===== src/rtl/exc_entry_pkg.sv =====
package exc_entry_pkg;

  typedef enum logic [1:0] {
    VEC_KERNEL = 2'd0,
    VEC_USER   = 2'd1,
    VEC_DOUBLE = 2'd2,
    VEC_DEBUG  = 2'd3
  } vec_e;

  // Vector of a general exception from the current mode bits.
  function automatic vec_e general_vector(input logic excm, input logic um);
    if (excm)    return VEC_DOUBLE;
    else if (um) return VEC_USER;
    else         return VEC_KERNEL;
  endfunction

  // A debug exception may enter only strictly below its own level.
  function automatic logic debug_permitted(input int unsigned cur_level,
                                           input int unsigned dbg_level);
    return cur_level < dbg_level;
  endfunction

endpackage


===== src/rtl/exc_arbiter.sv =====
module exc_arbiter
  import exc_entry_pkg::*;
#(
  parameter int LEVEL_W     = 4,
  parameter int DEBUG_LEVEL = 6
) (
  input  logic               gen_req,
  input  logic               dbg_req,
  input  logic               ps_excm,
  input  logic               ps_um,
  input  logic [LEVEL_W-1:0] ps_intlevel,
  output logic               take_gen,
  output logic               take_dbg,
  output logic               to_double,
  output vec_e               vec_next
);

  logic dbg_ok;

  always_comb begin
    dbg_ok    = dbg_req && debug_permitted(int'(ps_intlevel), DEBUG_LEVEL);
    take_dbg  = dbg_ok;
    take_gen  = gen_req && !dbg_ok;
    to_double = ps_excm;
    if (dbg_ok) vec_next = VEC_DEBUG;
    else        vec_next = general_vector(ps_excm, ps_um);
  end

endmodule


===== src/rtl/exc_ps_reg.sv =====
module exc_ps_reg #(
  parameter int LEVEL_W     = 4,
  parameter int DEBUG_LEVEL = 6
) (
  input  logic               clk,
  input  logic               rst_n,
  input  logic               take_gen,
  input  logic               take_dbg,
  input  logic               sw_we,
  input  logic               sw_excm,
  input  logic               sw_um,
  input  logic [LEVEL_W-1:0] sw_intlevel,
  output logic               excm,
  output logic               um,
  output logic [LEVEL_W-1:0] intlevel
);

  localparam logic [LEVEL_W-1:0] DBG_LVL = LEVEL_W'(DEBUG_LEVEL);

  always_ff @(posedge clk) begin
    if (!rst_n) begin
      excm     <= 1'b1;
      um       <= 1'b0;
      intlevel <= '1;
    end else if (take_dbg) begin
      excm     <= 1'b1;
      intlevel <= DBG_LVL;
    end else if (take_gen) begin
      excm     <= 1'b1;
    end else if (sw_we) begin
      excm     <= sw_excm;
      um       <= sw_um;
      intlevel <= sw_intlevel;
    end
  end

endmodule


===== src/rtl/exc_save_bank.sv =====
module exc_save_bank #(
  parameter int XLEN        = 32,
  parameter int CAUSE_W     = 6,
  parameter int DCAUSE_W    = 4,
  parameter int LEVEL_W     = 4,
  parameter int NUM_LEVELS  = 7,
  parameter int DEBUG_LEVEL = 6,
  parameter bit HAS_DEPC    = 1'b1,
  localparam int EPS_W      = LEVEL_W + 2
) (
  input  logic                clk,
  input  logic                rst_n,
  input  logic                take_gen,
  input  logic                take_dbg,
  input  logic                to_double,
  input  logic [XLEN-1:0]     gen_pc,
  input  logic [CAUSE_W-1:0]  gen_cause,
  input  logic                gen_has_addr,
  input  logic [XLEN-1:0]     gen_vaddr,
  input  logic [XLEN-1:0]     dbg_pc,
  input  logic [DCAUSE_W-1:0] dbg_cause,
  input  logic [EPS_W-1:0]    ps_snapshot,
  input  logic                sw_cause_we,
  input  logic [CAUSE_W-1:0]  sw_cause_wdata,
  input  logic [LEVEL_W-1:0]  rd_level,
  output logic [XLEN-1:0]     epc1,
  output logic [XLEN-1:0]     depc,
  output logic [CAUSE_W-1:0]  exccause,
  output logic [XLEN-1:0]     excvaddr,
  output logic [DCAUSE_W-1:0] dbgcause,
  output logic [XLEN-1:0]     rd_epc,
  output logic [EPS_W-1:0]    rd_eps
);

  logic epc1_we;
  logic [XLEN-1:0]  lvl_epc [2:NUM_LEVELS];
  logic [EPS_W-1:0] lvl_eps [2:NUM_LEVELS];

  // First-level PC is written unless a dedicated double register exists.
  assign epc1_we = take_gen && (!to_double || !HAS_DEPC);

  always_ff @(posedge clk) begin
    if (!rst_n) begin
      epc1     <= '0;
      exccause <= '0;
      excvaddr <= '0;
      dbgcause <= '0;
    end else begin
      if (epc1_we) epc1 <= gen_pc;
      if (take_gen) begin
        exccause <= gen_cause;
        if (gen_has_addr) excvaddr <= gen_vaddr;
      end else if (sw_cause_we && !take_dbg) begin
        exccause <= sw_cause_wdata;
      end
      if (take_dbg) dbgcause <= dbg_cause;
    end
  end

  generate
    if (HAS_DEPC) begin : g_depc
      logic [XLEN-1:0] depc_q;
      always_ff @(posedge clk) begin
        if (!rst_n)                      depc_q <= '0;
        else if (take_gen && to_double)  depc_q <= gen_pc;
      end
      assign depc = depc_q;
    end else begin : g_no_depc
      assign depc = '0;
    end
  endgenerate

  generate
    for (genvar lv = 2; lv <= NUM_LEVELS; lv++) begin : g_level
      if (lv == DEBUG_LEVEL) begin : g_dbg_slot
        always_ff @(posedge clk) begin
          if (!rst_n) begin
            lvl_epc[lv] <= '0;
            lvl_eps[lv] <= '0;
          end else if (take_dbg) begin
            lvl_epc[lv] <= dbg_pc;
            lvl_eps[lv] <= ps_snapshot;
          end
        end
      end else begin : g_idle_slot
        assign lvl_epc[lv] = '0;
        assign lvl_eps[lv] = '0;
      end
    end
  endgenerate

  always_comb begin
    rd_epc = '0;
    rd_eps = '0;
    for (int lv = 2; lv <= NUM_LEVELS; lv++) begin
      if (rd_level == LEVEL_W'(lv)) begin
        rd_epc = lvl_epc[lv];
        rd_eps = lvl_eps[lv];
      end
    end
  end

endmodule


===== src/rtl/exc_entry_ctrl.sv =====
module exc_entry_ctrl
  import exc_entry_pkg::*;
#(
  parameter int XLEN        = 32,
  parameter int CAUSE_W     = 6,
  parameter int DCAUSE_W    = 4,
  parameter int LEVEL_W     = 4,
  parameter int NUM_LEVELS  = 7,
  parameter int DEBUG_LEVEL = 6,
  parameter bit HAS_DEPC    = 1'b1,
  localparam int EPS_W      = LEVEL_W + 2
) (
  input  logic                clk,
  input  logic                rst_n,
  input  logic                gen_req,
  input  logic [XLEN-1:0]     gen_pc,
  input  logic [CAUSE_W-1:0]  gen_cause,
  input  logic                gen_has_addr,
  input  logic [XLEN-1:0]     gen_vaddr,
  input  logic                dbg_req,
  input  logic [XLEN-1:0]     dbg_pc,
  input  logic [DCAUSE_W-1:0] dbg_cause,
  input  logic                sw_ps_we,
  input  logic                sw_ps_excm,
  input  logic                sw_ps_um,
  input  logic [LEVEL_W-1:0]  sw_ps_intlevel,
  input  logic                sw_cause_we,
  input  logic [CAUSE_W-1:0]  sw_cause_wdata,
  input  logic [LEVEL_W-1:0]  rd_level,
  output logic                take,
  output logic [1:0]          vec_sel,
  output logic                ps_excm,
  output logic                ps_um,
  output logic [LEVEL_W-1:0]  ps_intlevel,
  output logic [XLEN-1:0]     epc1,
  output logic [XLEN-1:0]     depc,
  output logic [CAUSE_W-1:0]  exccause,
  output logic [XLEN-1:0]     excvaddr,
  output logic [DCAUSE_W-1:0] dbgcause,
  output logic [XLEN-1:0]     rd_epc,
  output logic [EPS_W-1:0]    rd_eps
);

  // Named internal events, observed by the bound checker.
  logic take_gen_w;
  logic take_dbg_w;
  logic to_double_w;
  vec_e vec_next_w;
  logic [EPS_W-1:0] ps_snapshot_w;
  vec_e vec_q;

  exc_arbiter #(
    .LEVEL_W     (LEVEL_W),
    .DEBUG_LEVEL (DEBUG_LEVEL)
  ) u_arb (
    .gen_req     (gen_req),
    .dbg_req     (dbg_req),
    .ps_excm     (ps_excm),
    .ps_um       (ps_um),
    .ps_intlevel (ps_intlevel),
    .take_gen    (take_gen_w),
    .take_dbg    (take_dbg_w),
    .to_double   (to_double_w),
    .vec_next    (vec_next_w)
  );

  exc_ps_reg #(
    .LEVEL_W     (LEVEL_W),
    .DEBUG_LEVEL (DEBUG_LEVEL)
  ) u_ps (
    .clk         (clk),
    .rst_n       (rst_n),
    .take_gen    (take_gen_w),
    .take_dbg    (take_dbg_w),
    .sw_we       (sw_ps_we),
    .sw_excm     (sw_ps_excm),
    .sw_um       (sw_ps_um),
    .sw_intlevel (sw_ps_intlevel),
    .excm        (ps_excm),
    .um          (ps_um),
    .intlevel    (ps_intlevel)
  );

  assign ps_snapshot_w = {ps_excm, ps_um, ps_intlevel};

  exc_save_bank #(
    .XLEN        (XLEN),
    .CAUSE_W     (CAUSE_W),
    .DCAUSE_W    (DCAUSE_W),
    .LEVEL_W     (LEVEL_W),
    .NUM_LEVELS  (NUM_LEVELS),
    .DEBUG_LEVEL (DEBUG_LEVEL),
    .HAS_DEPC    (HAS_DEPC)
  ) u_bank (
    .clk            (clk),
    .rst_n          (rst_n),
    .take_gen       (take_gen_w),
    .take_dbg       (take_dbg_w),
    .to_double      (to_double_w),
    .gen_pc         (gen_pc),
    .gen_cause      (gen_cause),
    .gen_has_addr   (gen_has_addr),
    .gen_vaddr      (gen_vaddr),
    .dbg_pc         (dbg_pc),
    .dbg_cause      (dbg_cause),
    .ps_snapshot    (ps_snapshot_w),
    .sw_cause_we    (sw_cause_we),
    .sw_cause_wdata (sw_cause_wdata),
    .rd_level       (rd_level),
    .epc1           (epc1),
    .depc           (depc),
    .exccause       (exccause),
    .excvaddr       (excvaddr),
    .dbgcause       (dbgcause),
    .rd_epc         (rd_epc),
    .rd_eps         (rd_eps)
  );

  always_ff @(posedge clk) begin
    if (!rst_n) begin
      take  <= 1'b0;
      vec_q <= VEC_KERNEL;
    end else begin
      take <= take_gen_w || take_dbg_w;
      if (take_gen_w || take_dbg_w) vec_q <= vec_next_w;
    end
  end

  assign vec_sel = vec_q;

endmodule


===== config.mk =====
export PLATFORM = sky130hd
export DESIGN_NAME = exc_entry_ctrl
export DESIGN_NICKNAME = d
export VERILOG_FILES = /design/src/rtl/exc_entry_pkg.sv /design/src/rtl/exc_arbiter.sv /design/src/rtl/exc_ps_reg.sv /design/src/rtl/exc_save_bank.sv /design/src/rtl/exc_entry_ctrl.sv
export SDC_FILE = /design/constraint.sdc
export NUM_CORES = 1
export LEC_CHECK = 0
export ABC_AREA = 0
export BUFFER_PORTS_ARGS = -buffer_cell sky130_fd_sc_hd__buf_4
export CAP_MARGIN = 20
export CORE_MARGIN = 1
export CORE_UTILIZATION = 23
export CTS_CLUSTER_DIAMETER = 40
export CTS_CLUSTER_SIZE = 8
export DETAILED_ROUTE_END_ITERATION = 8
export PLACE_DENSITY = 0.49
export REMOVE_ABC_BUFFERS = 1
export SLEW_MARGIN = 20
export SYNTH_ARGS = -nofsm -noshare
export SYNTH_HDL_FRONTEND = slang
export SYNTH_SLANG_ARGS = --single-unit

===== constraint.sdc =====
create_clock -name clk -period 1.5 [get_ports clk]
set_input_delay 0.3 -clock clk [delete_from_list [all_inputs] [get_ports clk]]
set_output_delay 0.3 -clock clk [all_outputs]
set_load 0.03 [all_outputs]

==> results_dict.tcl, run 1 <==
set metrics [dict create \
    outcome "finished, violations left" \
    violations "setup timing" \
    maxSlewHeadroom 0.767 \
    worst_ep_required_time_ns 1.20 \
    area_growth_pct 51.5 \
    timing.fmax_mhz 664 \
    dp_slack_ns -0.0210 \
    syn_area_per_cell_um2 9.12 \
    maxSlewViolCount 0 \
    start_util 0.236 \
    route.met2.wl_um 8570 \
    synth-seq-area-share 0.479 \
    dr.first_iter.drc_count 393 \
    tightest_slew_ns 0.350 \
    post-route-min-period_ns 1.51 \
    cts_max_path_buffers 2 \
    holdBufCountCts 0 \
    post-dp-hpwl_um 13800 \
    setup_viol 2 \
    cts_root_buf "clkbuf_16" \
    design_area_um2 9680 \
    dpl_cell_area_um2 8950 \
    drt-pass1-iter-count 4 \
    slowest_delay_ns 0.33 \
    rows 60 \
    utilization 0.357 \
    met3_length_um 1760 \
    synth_seq_cells 153 \
    skew_ns 0.0146 \
    regToRegStartpoint "u_ps.intlevel[2]" \
    reg2reg_depth 4 \
    crit_buf_inv 3 \
    cts_sinks 153 \
    hold_end "u_ps.intlevel[1]" \
    ys_warn_count 0 \
    min_delay_path_depth 3 \
    fp.dieW_um 169 \
    syn_inst 701 \
    hp-class "primary input to flop" \
    viasPerCell 4.23 \
    power.total_mw 10.3 \
    dp.cells 1316 \
    grt_max_degree 57 \
    ir_drop_mv 0.705 \
    die_h_um 169 \
    insertion_delay_ns 0.42 \
    cp_max_fo 35 \
    rsz0062_at_grt "yes" \
    cpLargestDelayFamily "simple AND/OR/NAND/NOR gates" \
    path_cells "buf_4 > and4bb_2 > buf_12 > and2_1 > buf_6" \
    power.density_nw_per_um2 1070 \
    setup_tns_ns -0.00860 \
    cts_setup_buffers 0 \
    antenna_found_initial 0 \
    die-area_um2 28500 \
    worstHoldStart "sw_ps_intlevel[1]" \
    wirelength_um 19700 \
    ctsHtreeMaxLevel 4 \
    cts_tree "built" \
    cts_made_buffers 17 \
    startpoint_type "primary input" \
    worstPathArrival_ns 1.21 \
    p_leak_nw 4.14 \
    overflow 0 \
    first_global_vias 5495 \
    r2r_end "u_bank.depc[15]" \
    top_layer_used "met4" \
    setup_ws_ns -0.00685 \
    vias 5706 \
    grt_pass1_wl_um 30800 \
    m1WireLength_um 9190 \
    holdWs_ns 0.104 \
    wl_per_cell_um 14.6 \
    grtUsageTotal 0.138 \
    cap_violations 0 \
    hold_viol_final 0 \
    rrSetupSlack_ns 0.13 \
    instances_no_fill 1348 \
    antenna_cells 0 \
    io_pins 282 \
    ant_nets 0 \
    fin_nets 1092 \
    place_congestion 0.738 \
    core_um2 27100 \
    synth_cell_type_count 28 \
    period_share 1.00 \
    netlist_area_um2 6390 \
    crit_path_end_kind "primary output" \
    drive_gt1_frac 0.355 \
    path_clk_slew_ns 0.07 \
    post_cts_resized 30 \
    drc 0 \
    cp_slowest_cell "and4bb_2" \
    io_buffers 281 \
    crit_type "primary input to primary output" \
]
-- cells in the mapped netlist --
library cell  instances  share of area
o221a_2               2         0.0035
and3_1                1        0.00098
nand2_4               1         0.0018
nand2b_1              4         0.0039
dfxtp_1             153           0.48
nand2_1             171           0.10
nand3_1              40          0.031
o2111a_1              6          0.011
a21boi_1             26          0.031
mux2i_1              98           0.15
a211oi_1              1         0.0012
a21boi_0             14          0.016
a21oi_1               3         0.0023
o21a_1                2         0.0023
nor2_1                9         0.0053
and4bb_2              1         0.0020
buf_2                25          0.020
clkbuf_1             23          0.014
and2_1               39          0.038
a21oi_4               3         0.0076
buf_4                 2         0.0023
o21ai_0              49          0.038
buf_1                 1        0.00059
buf_6                 9          0.016
nor3b_1               2         0.0023
nor2b_1               9         0.0088
nand4_1               2         0.0020
o211ai_1              5         0.0059
-- flip-flops by register name (all words and copies together), names as in the netlist --
register / count
u_bank.excvaddr: 32
u_ps.intlevel: 4
u_bank.exccause: 6
u_bank.lvl_epc: 32
u_bank.dbgcause: 4
u_bank.depc: 32
vec_sel: 2
take: 1
u_bank.lvl_eps: 6
u_ps.excm: 1
u_bank.epc1: 32
u_ps.um: 1
-- worst register-to-register path: stages (launching register included) --
cell	delay, ns
dfxtp_1	0.38
nand2_4	0.15
a21oi_4	0.21
buf_12	0.25
mux2i_1	0.30
-- where the power goes --
group	internal (mW)	leakage, nW	switching [mW]
Clock	2.51	0.287	1.94
Combinational	0.679	2.61	0.879
Sequential	4.23	1.25	0.0951
-- how the worst max path moves through the flow --
stage / start / endpoint / slack (ns) / depth (start not counted)
after global routing: rd_level[3] / rd_epc[2] / -0.06 / 5
after floorplan: u_ps.intlevel[3] / u_bank.depc[0] / -1.80 / 3
after global placement: rd_level[3] / rd_epc[19] / 0.003 / 5
after CTS: rd_level[3] / rd_epc[2] / -0.02 / 5
final: rd_level[3] / rd_epc[2] / -0.007 / 5
after detailed placement: rd_level[3] / rd_epc[2] / -0.02 / 5
-- cells by family after synthesis --
logic type	Yosys count	synth area share
buffers and inverters	60	0.0519
and+or+nand+nor	279	0.197
muxes	98	0.153
DFF	153	0.479
AOI/OAI and AO/OA	111	0.119
-- final cells by class --
| type | count | area [um2] |
|---|---|---|
| clock buffer | 18 | 429 |
| clock inverter | 14 | 166 |
| fill | 2801 | 17400 |
| multi-input combinational | 488 | 3020 |
| sequential | 153 | 3060 |
| tap | 372 | 465 |
| timing repair buffer | 303 | 2540 |
-- cells in the final DEF (no fill, tap or decap), drive strengths merged --
cell type / count
mux2i: 98
inv: 5
nand2: 172
buf: 303
nand2b: 4
nor2b: 9
o21ai: 49
and3: 1
and2: 39
nor3b: 2
clkinvlp: 2
nand3: 40
o21a: 2
o2111a: 6
clkinv: 5
nand4: 2
a211oi: 1
bufinv: 2
o211ai: 5
a21boi: 40
nor2: 9
and4bb: 1
clkbuf: 18
a21oi: 6
o221a: 2
dfxtp: 153
-- routing by layer --
metal | GRT usage | vias up
li1 | - | 2892
met1 | 0.176 | 2598
met2 | 0.209 | 203
met3 | 0.0573 | 13
met4 | 0.0427 | 0
met5 | 0 | -
(Power assumes the default switching activity.)
==> inputs of run 2 (changes only) <==
Settings changed: SYNTH_HIERARCHICAL set to 1.
==> run 2 against run 1 <==
Compared with the run above: the run ends with DRC, setup timing left; final cell count shrank 1.7%; synthesized area shrank 3.4%; synthesized cell count shrank 4.0%; sequential power is essentially flat; highest routed layer unchanged.
==> results_dict.tcl, run 2 <==
set metrics [dict create \
    p_leak_nw 4.30 \
    power.total_mw 10.5 \
    r2r_end "u_ps/um" \
    startpoint_type "flop" \
    rrSetupSlack_ns -0.007 \
    drt-pass1-iter-count 6 \
    regToRegStartpoint "u_ps/intlevel[3]" \
    antenna_found_initial 0 \
    tightest_slew_ns 0.368 \
    period_share 1.00 \
    viasPerCell 4.17 \
    grtUsageTotal 0.137 \
    drc 18 \
    most-common-layout-cells "buf_4 (277), nand2_1 (179), dfxtp_1 (149), a21boi_1 (81), mux2i_1 (50)" \
    utilization 0.380 \
    use_met1 0.169 \
    cp_max_fo 6 \
    worstHoldStart "sw_ps_excm" \
    power.internal_mw 7.82 \
    cp_slowest_cell "dfxtp_2" \
    place_congestion 0.740 \
    setup_tns_ns -0.00940 \
    holdWs_ns 0.118 \
    ys_warn_count 6 \
    path_cells "nand2b_4 > o21a_1 > buf_4 > buf_4 > nor3b_4 > mux2i_1" \
    fp.dieW_um 166 \
    setup_viol 2 \
    hp-class "primary input to flop" \
    post-dp-hpwl_um 13800 \
    critical_path.startpoint "u_ps/intlevel[3]" \
    overflow 0 \
    netlist_area_um2 6170 \
    p_comb_frac 0.144 \
    antenna_cells 0 \
    slowest_delay_ns 0.32 \
    vias 5528 \
    synth.most_common_cell "nand2_1" \
    syn_area_per_cell_um2 9.17 \
    synth_cell_type_count 30 \
    top_usage_layer "met2" \
    io_pins 282 \
    hold_viol_final 0 \
    ant_nets 0 \
    reg2reg_depth 6 \
    synth-seq-area-share 0.496 \
    timing.critical_path.to "u_ps/um" \
    core_um2 26200 \
    timing.fmax_mhz 664 \
    swShare 0.258 \
    crit_type "flop to flop" \
    final_common_cell "buf_4" \
    crit_path_end_kind "flop" \
    wl_per_cell_um 15.2 \
    min_delay_path_depth 3 \
    worst_ep_required_time_ns 1.84 \
    dr.first_iter.drc_count 158 \
    worstPathArrival_ns 1.85 \
    grt_pass1_wl_um 29700 \
    ir_drop_mv 0.666 \
    insertion_delay_ns 0.41 \
    cts_root_buf "clkbuf_16" \
    yosysTopAreaCellShare 0.496 \
    ys_top_cells_by_count "nand2_1 (198), dfxtp_1 (153), a21boi_1 (90)" \
    synth-edff-count 0 \
    cap_violations 0 \
    skew_ns 0.0101 \
    seqPwrFrac 0.409 \
    start_util 0.236 \
    power.density_nw_per_um2 1060 \
    die_h_um 166 \
    drive_gt1_frac 0.415 \
    fin_nets 1106 \
    area_growth_pct 61.5 \
    syn_inst 673 \
    outcome "finished, violations left" \
    ctsHtreeMaxLevel 4 \
    wirelength_um 20100 \
    synth_area_leaders "dfxtp_1 (50%), nand2_1 (12%), a21boi_1 (11%), mux2i_1 (8.1%), nor2b_1 (4.5%)" \
    grt_max_degree 33 \
    die-area_um2 27500 \
    cpMostUsedCell "buf_4" \
    setup_ws_ns -0.00664 \
    p_sw_mw 2.72 \
    async_flop_share 0 \
    rsz0062_at_grt "yes" \
    maxSlewViolCount 0 \
    violations "DRC, setup timing" \
    cts_sinks 153 \
    cts_tree "built" \
    yosys_most_used_dff "dfxtp_1" \
    synth_top_area_cell "dfxtp_1" \
    io_buffers 281 \
    rows 59 \
    post-route-min-period_ns 1.51 \
    cts_max_path_buffers 2 \
    synth_seq_cells 153 \
    maxSlewHeadroom 0.755 \
    grt_util_met3 0.0391 \
    first_global_vias 5297 \
    path_clk_slew_ns 0.07 \
    cts_made_buffers 17 \
    grt_use_met2 0.231 \
    clkPwrFrac 0.447 \
]
## run 2: cell types whose count changed after synthesis, sizes merged, moves of 8 or more
cell,delta
a21boi,+56
clkbuf,-8
mux2i,-48
nand2,+26
nand3,-40
nor2,-8
nor2b,+36
o21ai,-43
## run 2: stage by stage
| stage | std cells | area, um2 | worst slack [ns] |
|---|---|---|---|
| final | 1325 | 9970 | -0.00664 |
| after global routing | 1325 | 9970 | -0.0770 |
| after CTS | 1312 | 9440 | -0.0114 |
| after detailed placement | 1280 | 8760 | -0.0213 |
| after global placement | 1280 | 8760 | -0.00553 |
| after floorplan | 624 | 5850 | -3.25 |
## run 2: cells by family (layout without fill, tap and decap cells)
logic type             Yosys count  count (layout)  synth area share
AO/OA/AOI/OAI                  120             120             0.141
buffers and inverters           55             372            0.0559
flip-flops                     153             153             0.496
multiplexers                    50              50            0.0811
AND/OR/NAND/NOR                295             295             0.226
## run 2: what timing repair did
action,in CTS,in global routing
gates cloned,0,8
endpoints found under the setup margin,13,165
hold buffers,0,0
resized for setup,12,96
pin swaps,0,25
buffers inserted,0,5
## run 2: cell type report
cell class	count	area (um2)
Tap cell	335	419
Clock buffer	20	447
Sequential cell	153	3070
Multi-Input combinational cell	465	2960
Fill cell	2749	16200
Inverter	6	26.3
Clock inverter	12	189
Timing Repair inverter	1	5.00
Timing Repair Buffer	333	2850
## run 2: worst max-delay path: cells and delay by family (launching register included)
kind / cells / cell delay (ns)
AND/OR/NAND/NOR: 2 / 0.36
buffers and inverters: 2 / 0.35
flip-flops: 1 / 0.32
AO/OA/AOI/OAI: 1 / 0.22
multiplexers: 1 / 0.19
## run 2: worst min-delay path by stage
stage	endpoint	slack, ns
after global placement	u_bank/excvaddr[18]	0.44
after CTS	u_ps/excm	0.09
after global routing	u_bank/excvaddr[23]	0.11
after floorplan	u_ps/intlevel[0]	0.38
after detailed placement	u_bank/excvaddr[1]	0.45
final	u_ps/excm	0.12
## run 2: routing by layer
metal  vias up  share of wire  routed length, um
met5         -              0                  0
met3         7          0.057               1150
met2       154           0.48               9720
met1      2564           0.45               9090
li1       2803              -                  -
met4         0         0.0071                142
## run 2: power groups by stage
stage | combinational, mW | sequential (mW) | clock, mW
2_1_floorplan | 0.364 | 4.66 | 0
3_3_place_gp | 1.40 | 4.39 | 0
3_5_place_dp | 1.40 | 4.40 | 0
4_1_cts | 1.40 | 4.30 | 4.85
5_1_grt | 1.62 | 4.32 | 5.03
6_report | 1.52 | 4.31 | 4.71
